==> src/rtl/gpt_pkg.sv <==
package gpt_pkg;
  typedef enum logic [1:0] {
    MODE_PWM  = 2'd0,
    MODE_CAP  = 2'd1,
    MODE_WDOG = 2'd2,
    MODE_IDLE = 2'd3
  } tmr_mode_e;

  localparam int CFG_W   = 6;
  localparam int CFG_USE = 4;
  localparam int REG_CFG = 0;
  localparam int REG_CNT = 1;
  localparam int REG_PER = 2;
  localparam int REG_WID = 3;
  localparam int ST_IRQ  = 8;
  localparam int ST_OVF  = 16;
endpackage

==> src/rtl/tmr_pin_sync.sv <==
module tmr_pin_sync #(
  parameter int STAGES = 2
) (
  input  logic clk,
  input  logic rst_n,
  input  logic pin_i,
  input  logic inv_i,
  output logic act_o,
  output logic inact_o
);
  logic [STAGES-1:0] sh;
  logic              prev;
  logic              lvl, lvl_prev;

  always_ff @(posedge clk or negedge rst_n) begin
    if (!rst_n) begin
      sh   <= '0;
      prev <= 1'b0;
    end else begin
      sh   <= {sh[STAGES-2:0], pin_i};
      prev <= sh[STAGES-1];
    end
  end

  assign lvl      = sh[STAGES-1] ^ inv_i;
  assign lvl_prev = prev ^ inv_i;
  assign act_o    = lvl & ~lvl_prev;
  assign inact_o  = ~lvl & lvl_prev;
endmodule

==> src/rtl/tmr_unit.sv <==
module tmr_unit
  import gpt_pkg::*;
#(
  parameter int CW   = 32,
  parameter int SYNC = 2
) (
  input  logic             clk,
  input  logic             rst_n,
  input  logic             en_i,
  input  logic             wr_cfg_i,
  input  logic             wr_cnt_i,
  input  logic             wr_per_i,
  input  logic             wr_wid_i,
  input  logic [CW-1:0]    wdata_i,
  input  logic             pin_i,
  output logic [CFG_W-1:0] cfg_o,
  output logic [CW-1:0]    cnt_o,
  output logic [CW-1:0]    per_o,
  output logic [CW-1:0]    wid_o,
  output logic             evt_o,
  output logic             ovf_o,
  output logic             act_o,
  output logic             pin_o,
  output logic             oe_o
);
  logic [CFG_USE-1:0] cfg;
  logic [CW-1:0]      cnt, per, wid;
  logic [CW-1:0]      cnt_nx, per_nx, wid_nx;
  logic               armed, armed_nx;
  logic               act, inact, reach, pol;
  tmr_mode_e          mode;

  assign mode  = tmr_mode_e'(cfg[1:0]);
  assign pol   = cfg[2];
  assign reach = ({1'b0, cnt} + 1'b1) >= {1'b0, per};

  tmr_pin_sync #(.STAGES(SYNC)) u_sync (
    .clk(clk), .rst_n(rst_n), .pin_i(pin_i), .inv_i(pol),
    .act_o(act), .inact_o(inact)
  );

  always_comb begin
    cnt_nx   = cnt;
    per_nx   = per;
    wid_nx   = wid;
    armed_nx = armed;
    evt_o    = 1'b0;
    ovf_o    = 1'b0;
    if (en_i) begin
      case (mode)
        MODE_PWM: begin
          if (reach) begin
            cnt_nx = '0;
            evt_o  = 1'b1;
          end else begin
            cnt_nx = cnt + 1'b1;
          end
        end
        MODE_CAP: begin
          cnt_nx = cnt + 1'b1;
          if (act) begin
            if (armed) begin
              per_nx = cnt + 1'b1;
              evt_o  = 1'b1;
            end
            cnt_nx   = '0;
            armed_nx = 1'b1;
          end else if (inact && armed) begin
            wid_nx = cnt + 1'b1;
          end
        end
        MODE_WDOG: begin
          if (act) begin
            if (reach) begin
              cnt_nx = '0;
              evt_o  = 1'b1;
              ovf_o  = 1'b1;
            end else begin
              cnt_nx = cnt + 1'b1;
            end
          end
        end
        default: ;
      endcase
    end else begin
      armed_nx = 1'b0;
    end
    if (wr_cnt_i) cnt_nx = wdata_i;
    if (wr_per_i) per_nx = wdata_i;
    if (wr_wid_i) wid_nx = wdata_i;
  end

  always_ff @(posedge clk or negedge rst_n) begin
    if (!rst_n) begin
      cfg   <= '0;
      cnt   <= '0;
      per   <= '0;
      wid   <= '0;
      armed <= 1'b0;
    end else begin
      if (wr_cfg_i) cfg <= wdata_i[CFG_USE-1:0];
      cnt   <= cnt_nx;
      per   <= per_nx;
      wid   <= wid_nx;
      armed <= armed_nx;
    end
  end

  assign oe_o  = en_i && (mode == MODE_PWM);
  assign pin_o = oe_o ? ((cnt < wid) ^ pol) : 1'b0;
  assign act_o = act;
  assign cfg_o = {{(CFG_W-CFG_USE){1'b0}}, cfg};
  assign cnt_o = cnt;
  assign per_o = per;
  assign wid_o = wid;
endmodule

==> src/rtl/gp_timer_bank.sv <==
module gp_timer_bank
  import gpt_pkg::*;
#(
  parameter int N    = 3,
  parameter int CW   = 32,
  parameter int AW   = 4,
  parameter int SYNC = 2
) (
  input  logic          clk,
  input  logic          rst_n,
  input  logic          bus_sel,
  input  logic          bus_we,
  input  logic [AW-1:0] bus_addr,
  input  logic [CW-1:0] bus_wdata,
  output logic [CW-1:0] bus_rdata,
  input  logic [N-1:0]  tmr_pin_in,
  output logic [N-1:0]  tmr_pin_out,
  output logic [N-1:0]  tmr_pin_oe,
  output logic [N-1:0]  tmr_irq
);
  localparam int IW = AW - 2;

  logic [IW-1:0]             idx;
  logic [1:0]                sub;
  logic                      wr, ctl_wr;
  logic [N-1:0]              en, sticky, ovf_st;
  logic [N-1:0]              evt, ovf_ev, act, ie;
  logic [N-1:0]              wr_cfg, wr_cnt, wr_per, wr_wid;
  logic [N-1:0][CFG_W-1:0]   cfg;
  logic [N-1:0][CW-1:0]      cnt, per, wid;
  logic [N-1:0][1:0]         mode;
  logic [CW-1:0]             status;

  assign idx    = bus_addr[AW-1:2];
  assign sub    = bus_addr[1:0];
  assign wr     = bus_sel && bus_we;
  assign ctl_wr = wr && (idx == IW'(N)) && (sub == 2'd0);

  for (genvar i = 0; i < N; i++) begin : g_tmr
    logic hit;
    assign hit       = wr && (idx == IW'(i));
    assign wr_cfg[i] = hit && (sub == 2'(REG_CFG));
    assign wr_cnt[i] = hit && (sub == 2'(REG_CNT));
    assign wr_per[i] = hit && (sub == 2'(REG_PER));
    assign wr_wid[i] = hit && (sub == 2'(REG_WID));

    tmr_unit #(.CW(CW), .SYNC(SYNC)) u_unit (
      .clk(clk), .rst_n(rst_n), .en_i(en[i]),
      .wr_cfg_i(wr_cfg[i]), .wr_cnt_i(wr_cnt[i]),
      .wr_per_i(wr_per[i]), .wr_wid_i(wr_wid[i]),
      .wdata_i(bus_wdata), .pin_i(tmr_pin_in[i]),
      .cfg_o(cfg[i]), .cnt_o(cnt[i]), .per_o(per[i]), .wid_o(wid[i]),
      .evt_o(evt[i]), .ovf_o(ovf_ev[i]), .act_o(act[i]),
      .pin_o(tmr_pin_out[i]), .oe_o(tmr_pin_oe[i])
    );

    assign ie[i]   = cfg[i][3];
    assign mode[i] = cfg[i][1:0];

    always_ff @(posedge clk or negedge rst_n) begin
      if (!rst_n) begin
        sticky[i] <= 1'b0;
        ovf_st[i] <= 1'b0;
      end else begin
        sticky[i] <= evt[i] | (sticky[i] & ~(ctl_wr & bus_wdata[ST_IRQ+i]));
        ovf_st[i] <= ovf_ev[i] | (ovf_st[i] & ~(ctl_wr & bus_wdata[ST_OVF+i]));
      end
    end
  end

  always_ff @(posedge clk or negedge rst_n) begin
    if (!rst_n) en <= '0;
    else if (ctl_wr) en <= bus_wdata[N-1:0];
  end

  assign tmr_irq = sticky & ie;

  always_comb begin
    status = '0;
    status[N-1:0]          = en;
    status[ST_IRQ+N-1:ST_IRQ] = sticky;
    status[ST_OVF+N-1:ST_OVF] = ovf_st;
  end

  always_comb begin
    bus_rdata = '0;
    if (bus_sel && !bus_we) begin
      if (idx == IW'(N)) begin
        if (sub == 2'd0) bus_rdata = status;
      end else begin
        for (int i = 0; i < N; i++) begin
          if (idx == IW'(i)) begin
            case (sub)
              2'(REG_CFG): bus_rdata = CW'(cfg[i]);
              2'(REG_CNT): bus_rdata = cnt[i];
              2'(REG_PER): bus_rdata = per[i];
              default:     bus_rdata = wid[i];
            endcase
          end
        end
      end
    end
  end
endmodule

==> config.mk <==
export PLATFORM = sky130hd
export DESIGN_NAME = gp_timer_bank
export DESIGN_NICKNAME = d
export VERILOG_FILES = /design/src/rtl/gpt_pkg.sv /design/src/rtl/tmr_pin_sync.sv /design/src/rtl/tmr_unit.sv /design/src/rtl/gp_timer_bank.sv
export SDC_FILE = /design/constraint.sdc
export NUM_CORES = 1
export LEC_CHECK = 0
export BUFFER_PORTS_ARGS = -buffer_cell sky130_fd_sc_hd__buf_2
export CORE_MARGIN = 4
export CORE_UTILIZATION = 60
export CTS_BUF_LIST = sky130_fd_sc_hd__clkbuf_4 sky130_fd_sc_hd__clkbuf_8
export DETAILED_ROUTE_END_ITERATION = 8
export MAX_ROUTING_LAYER = met4
export PLACE_DENSITY = 0.76
export SKIP_CTS_REPAIR_TIMING = 1
export SLEW_MARGIN = 20
export SYNTH_ARGS = -nofsm -noshare
export SYNTH_HDL_FRONTEND = slang
export SYNTH_HIERARCHICAL = 1
export SYNTH_SLANG_ARGS = --single-unit
export TNS_END_PERCENT = 30
==> constraint.sdc <==
create_clock -name clk -period 9.8 [get_ports clk]
set_input_delay 1.47 -clock clk [delete_from_list [all_inputs] [get_ports clk]]
set_output_delay 1.47 -clock clk [all_outputs]
set_load 0.03 [all_outputs]
==> metrics.md <==
| Metric | Value |
|---|---|
| Outcome | `complete, no violations` |
| Critical Path, Cell by Cell | `buf_6 > buf_4 > and2b_4 > a221oi_1 > o32ai_1 > buf_2` |
| Slew HR | `approximately a quarter` |
| Sink Count | `roughly 320` |
| Die height | `about 210 um` |
| Clock power frac | `21.2%` |
| Final Util | `65.6%` |
| Leak | `about 0.012 uW` |
| Post-Synthesis Cell Area | `approximately 25000 um^2` |
| Cell Pwr Density | `252 nW/um^2` |
| Setup ws final | `~3.8 ns` |
| Data required time of the worst path | `about 8.3 ns` |
| All-Layer GR Usage | `41.3%` |
| Mux contribution to synthesized area | `8.99%` |
| Avg Cell Area, Syn | `between 8 and 9 um^2` |
| Maximum clock frequency | `about 0.17 GHz` |
| Bufs on Longest Clock Path | `3` |
| ANT nets after route | `0` |
| Setup_tns | `0 ns` |
| Synth Area in XOR/XNOR | `under 10%` |
| Top Usage Layer GRT | `met2` |
| Worst-skew pair later-pin latency | `0.69 ns` |
| Row Count | `74` |
| Minimum clock period | `between 5 and 6 ns` |
| Die ar. | `45200 um^2` |
| Startpoint types | `input port` |
| Fin. Hold Viols | `0` |
| Simple-Gate Fraction of Synth Area | `roughly 17%` |
| Pint | `3680 uW` |
| Crit path max-delay cell type | `and2b_4` |
| PortBufs | `just over 80` |
| Ratio of cells with drive above 1 in the final layout | `a little under an eighth` |
| Post-synthesis cell count | `around 3000` |
| CP max stage delay | `around 0.94 ns` |
| Synth Warn # | `6` |
| Arrival time at the worst endpoint | `4.50 ns` |
| GP Congestion | `about 1.1` |
| Final Skew | `about 0.022 ns` |
| Combinational power share | `43.4%` |
| Initial Utilization | `between 60% and 70%` |
| Register bit total from synthesis | `321` |
| Final period util | `between 60% and 70%` |
| Slew Viols, Final | `0` |
| Finish-stage setup viols | `0` |
| Die W | `about 210 um` |
| Synth area leader | `dfrtp_1` |
| Root Buffer | `clkbuf_8` |
| Psw | `3120 uW` |
| Initial antenna violation count | `5` |
| Residual DRC | `0` |
| Number of top-level pins | `84` |
| Ranking of synthesized cells by area | `dfrtp_1 (32%), ha_1 (10%), nand2_1 (5.7%), o21ai_0 (5.3%), mux2i_1 (4.7%)` |
| CP max FO | `76` |
| Post-Synth Adder-Cell Area | `between 10% and 20%` |
| Worst Max-Slew Pin Slew | `roughly 1.1 ns` |
| VDD IR max | `approximately 0.00015 V` |
| Vias in the first global route | `23000` |
| Post-Layout Inst Area | `about 27000 um^2` |
| Wire length per cell | `roughly 26 um` |
| Worst min-delay path class | `register to register` |
| Sequential power share | `approximately a third` |
| Number of buffers created by CTS | `between 50 and 60` |
| Top cell type's share of synthesized area | `about a third` |
| Via Count | `24300` |
| Met3 usage | `between 10% and 20%` |
| Nets | `approximately 3200` |
| Placed Area | `around 26000 um^2` |
| RSZ-0062 raised after global routing | `false` |
| Grt total ovfl | `0` |
| Post-synthesis sequential area ratio | `32.0%` |
| WS Path Type | `input port to output port` |
| Switching portion of total power | `between 40 and 50%` |
| Vias per cell | `approximately 7` |
| CTS HTree Levels | `2` |
| M1 GR Usage | `54.9%` |
| Core area | `around 40000 um^2` |
| CTS tree | `built` |
| Pre-CTS setup slack | `between 3 and 4 ns` |
| HPWL after detailed placement | `approximately 67 mm` |
| Worst-path clk slew | `approximately 0.050 ns` |
| Post-synth EDFFs | `0` |
| Setup crit end kind | `output port` |
| P&R area growth vs syn | `7.50%` |
| Yosys cell types | `90` |
| Largest net degree at the start of global routing | `146` |
| Hold WS | `0.347 ns` |
| Synth cell count leaders | `nand2_1 (383), dfrtp_1 (321), inv_1 (276), o21ai_0 (268), ha_1 (204)` |
| Drt pass-1 iters | `8` |
| DR iter-0 viols | `between 3000 and 4000` |
| Final Routed Wirelength | `~92 mm` |
| Max Cap Viol | `0` |
| Top FF cell, synth | `dfrtp_1` |
| Global Route met2 Usage | `about 57%` |
| Main combinational cell family by area after synthesis | `compound AO/OA/AOI/OAI gates` |
| Wire length of the first global-routing pass | `139 mm` |
| Count leader, synth | `nand2_1` |
| Post-synthesis compound-gate area fraction | `between 20% and 30%` |
| FFs w/ async S/R, synth | `between 90% and 100%` |
[logic make-up after synthesis]
| group | Yosys count |
|---|---|
| simple gates | 920 |
| mux | 195 |
| xor+xnor | 86 |
| other cells | 3 |
| flops | 321 |
| compound gates | 810 |
| buf+inv | 456 |
| fa+ha+maj | 204 |
[layout make-up]
cell class | instances | area [um^2]
multi-input cells | 2221 | 15300
fillers | 3459 | 14100
flip-flops and latches | 321 | 8030
clock buffers | 97 | 1180
inverters | 278 | 1040
well taps | 532 | 666
repair buffers | 111 | 657
clock inverters | 13 | 133
diodes | 5 | 12.5
[critical path, delay by kind of cell]
| kind | cells | cell delay [ns] |
|---|---|---|
| buffers and inverters | 3 | 1.10 |
| AND/OR/NAND/NOR | 1 | 0.94 |
| AO/OA/AOI/OAI | 2 | 0.92 |
[cells in the final DEF (no fill, tap or decap), types with 17 or more instances in the layout]
cell type,Yosys,final
a211oi_1,24,24
a21o_1,33,33
a21oi_1,200,200
a221oi_1,34,34
a221oi_2,20,20
a22oi_1,49,49
and3_1,17,17
buf_2,29,80
buf_4,15,28
clkbuf_4,0,25
clkbuf_8,0,72
dfrtp_1,321,321
ha_1,204,204
inv_1,276,276
mux2_2,31,31
mux2_4,20,20
mux2i_1,119,119
nand2_1,383,383
nand2b_1,18,18
nand3_1,65,65
nand4_1,59,59
nor2_1,197,184
nor2b_1,30,30
nor3_1,25,24
nor3b_1,18,18
nor4_1,24,24
o211ai_1,26,26
o21ai_0,268,268
o21ai_1,36,36
o32ai_1,19,19
xnor2_1,56,56
xor2_1,28,28
[final timing paths]
| path | from | to | slack [ns] | cells after the start |
|---|---|---|---|---|
| worst max-delay path | bus_addr[0] | bus_rdata[11] | 3.83 | 6 |
| worst min-delay path | g_tmr[1].u_unit/u_sync/sh[0] | g_tmr[1].u_unit/u_sync/sh[1] | 0.35 | 0 |
| worst max register to register | g_tmr[1].u_unit/cnt_o[6] | g_tmr[1].u_unit/cnt_o[13] | 3.96 | 15 |
| worst min register to register | g_tmr[1].u_unit/u_sync/sh[0] | g_tmr[1].u_unit/u_sync/sh[1] | 0.35 | 0 |
| max in group asynchronous | rst_n | ovf_st[1] | 7.44 | 2 |
| min in group asynchronous | rst_n | g_tmr[2].u_unit/u_sync/sh[0] | 0.87 | 1 |
[sequential cells by signal, summed over array words and instances (netlist names)]
signal                    cells
g_tmr.u_unit/per_o           96
status                        3
g_tmr.u_unit/cfg             12
ovf_st                        3
g_tmr.u_unit/u_sync/prev      3
g_tmr.u_unit/u_sync/sh        6
g_tmr.u_unit/cnt_o           96
g_tmr.u_unit/wid_o           96
g_tmr.u_unit/armed            3
en                            3
[routing by layer]
metal  up-vias  routed length, um
met1     11700              35800
met5         -                  0
li1      10600                  -
met4         0               6270
met2      1654              38300
met3       353              12000
[metrics by stage]
stage                     std cells  power [uW]
after global routing           3577        7170
final                          3578        6800
after detailed placement       3463        5220
after global placement         3463        5090
after CTS                      3573        6670
after floorplan                2998        4160
[power by group through the flow]
stage                     combinational (uW)  clock [uW]  sequential (uW)
after global routing                    3230        1510             2430
after global placement                  2730           0             2370
after floorplan                         2090           0             2060
after CTS                               2860        1450             2360
after detailed placement                2840           0             2380
final                                   2950        1440             2400
Power figures use the tool's default switching activity.
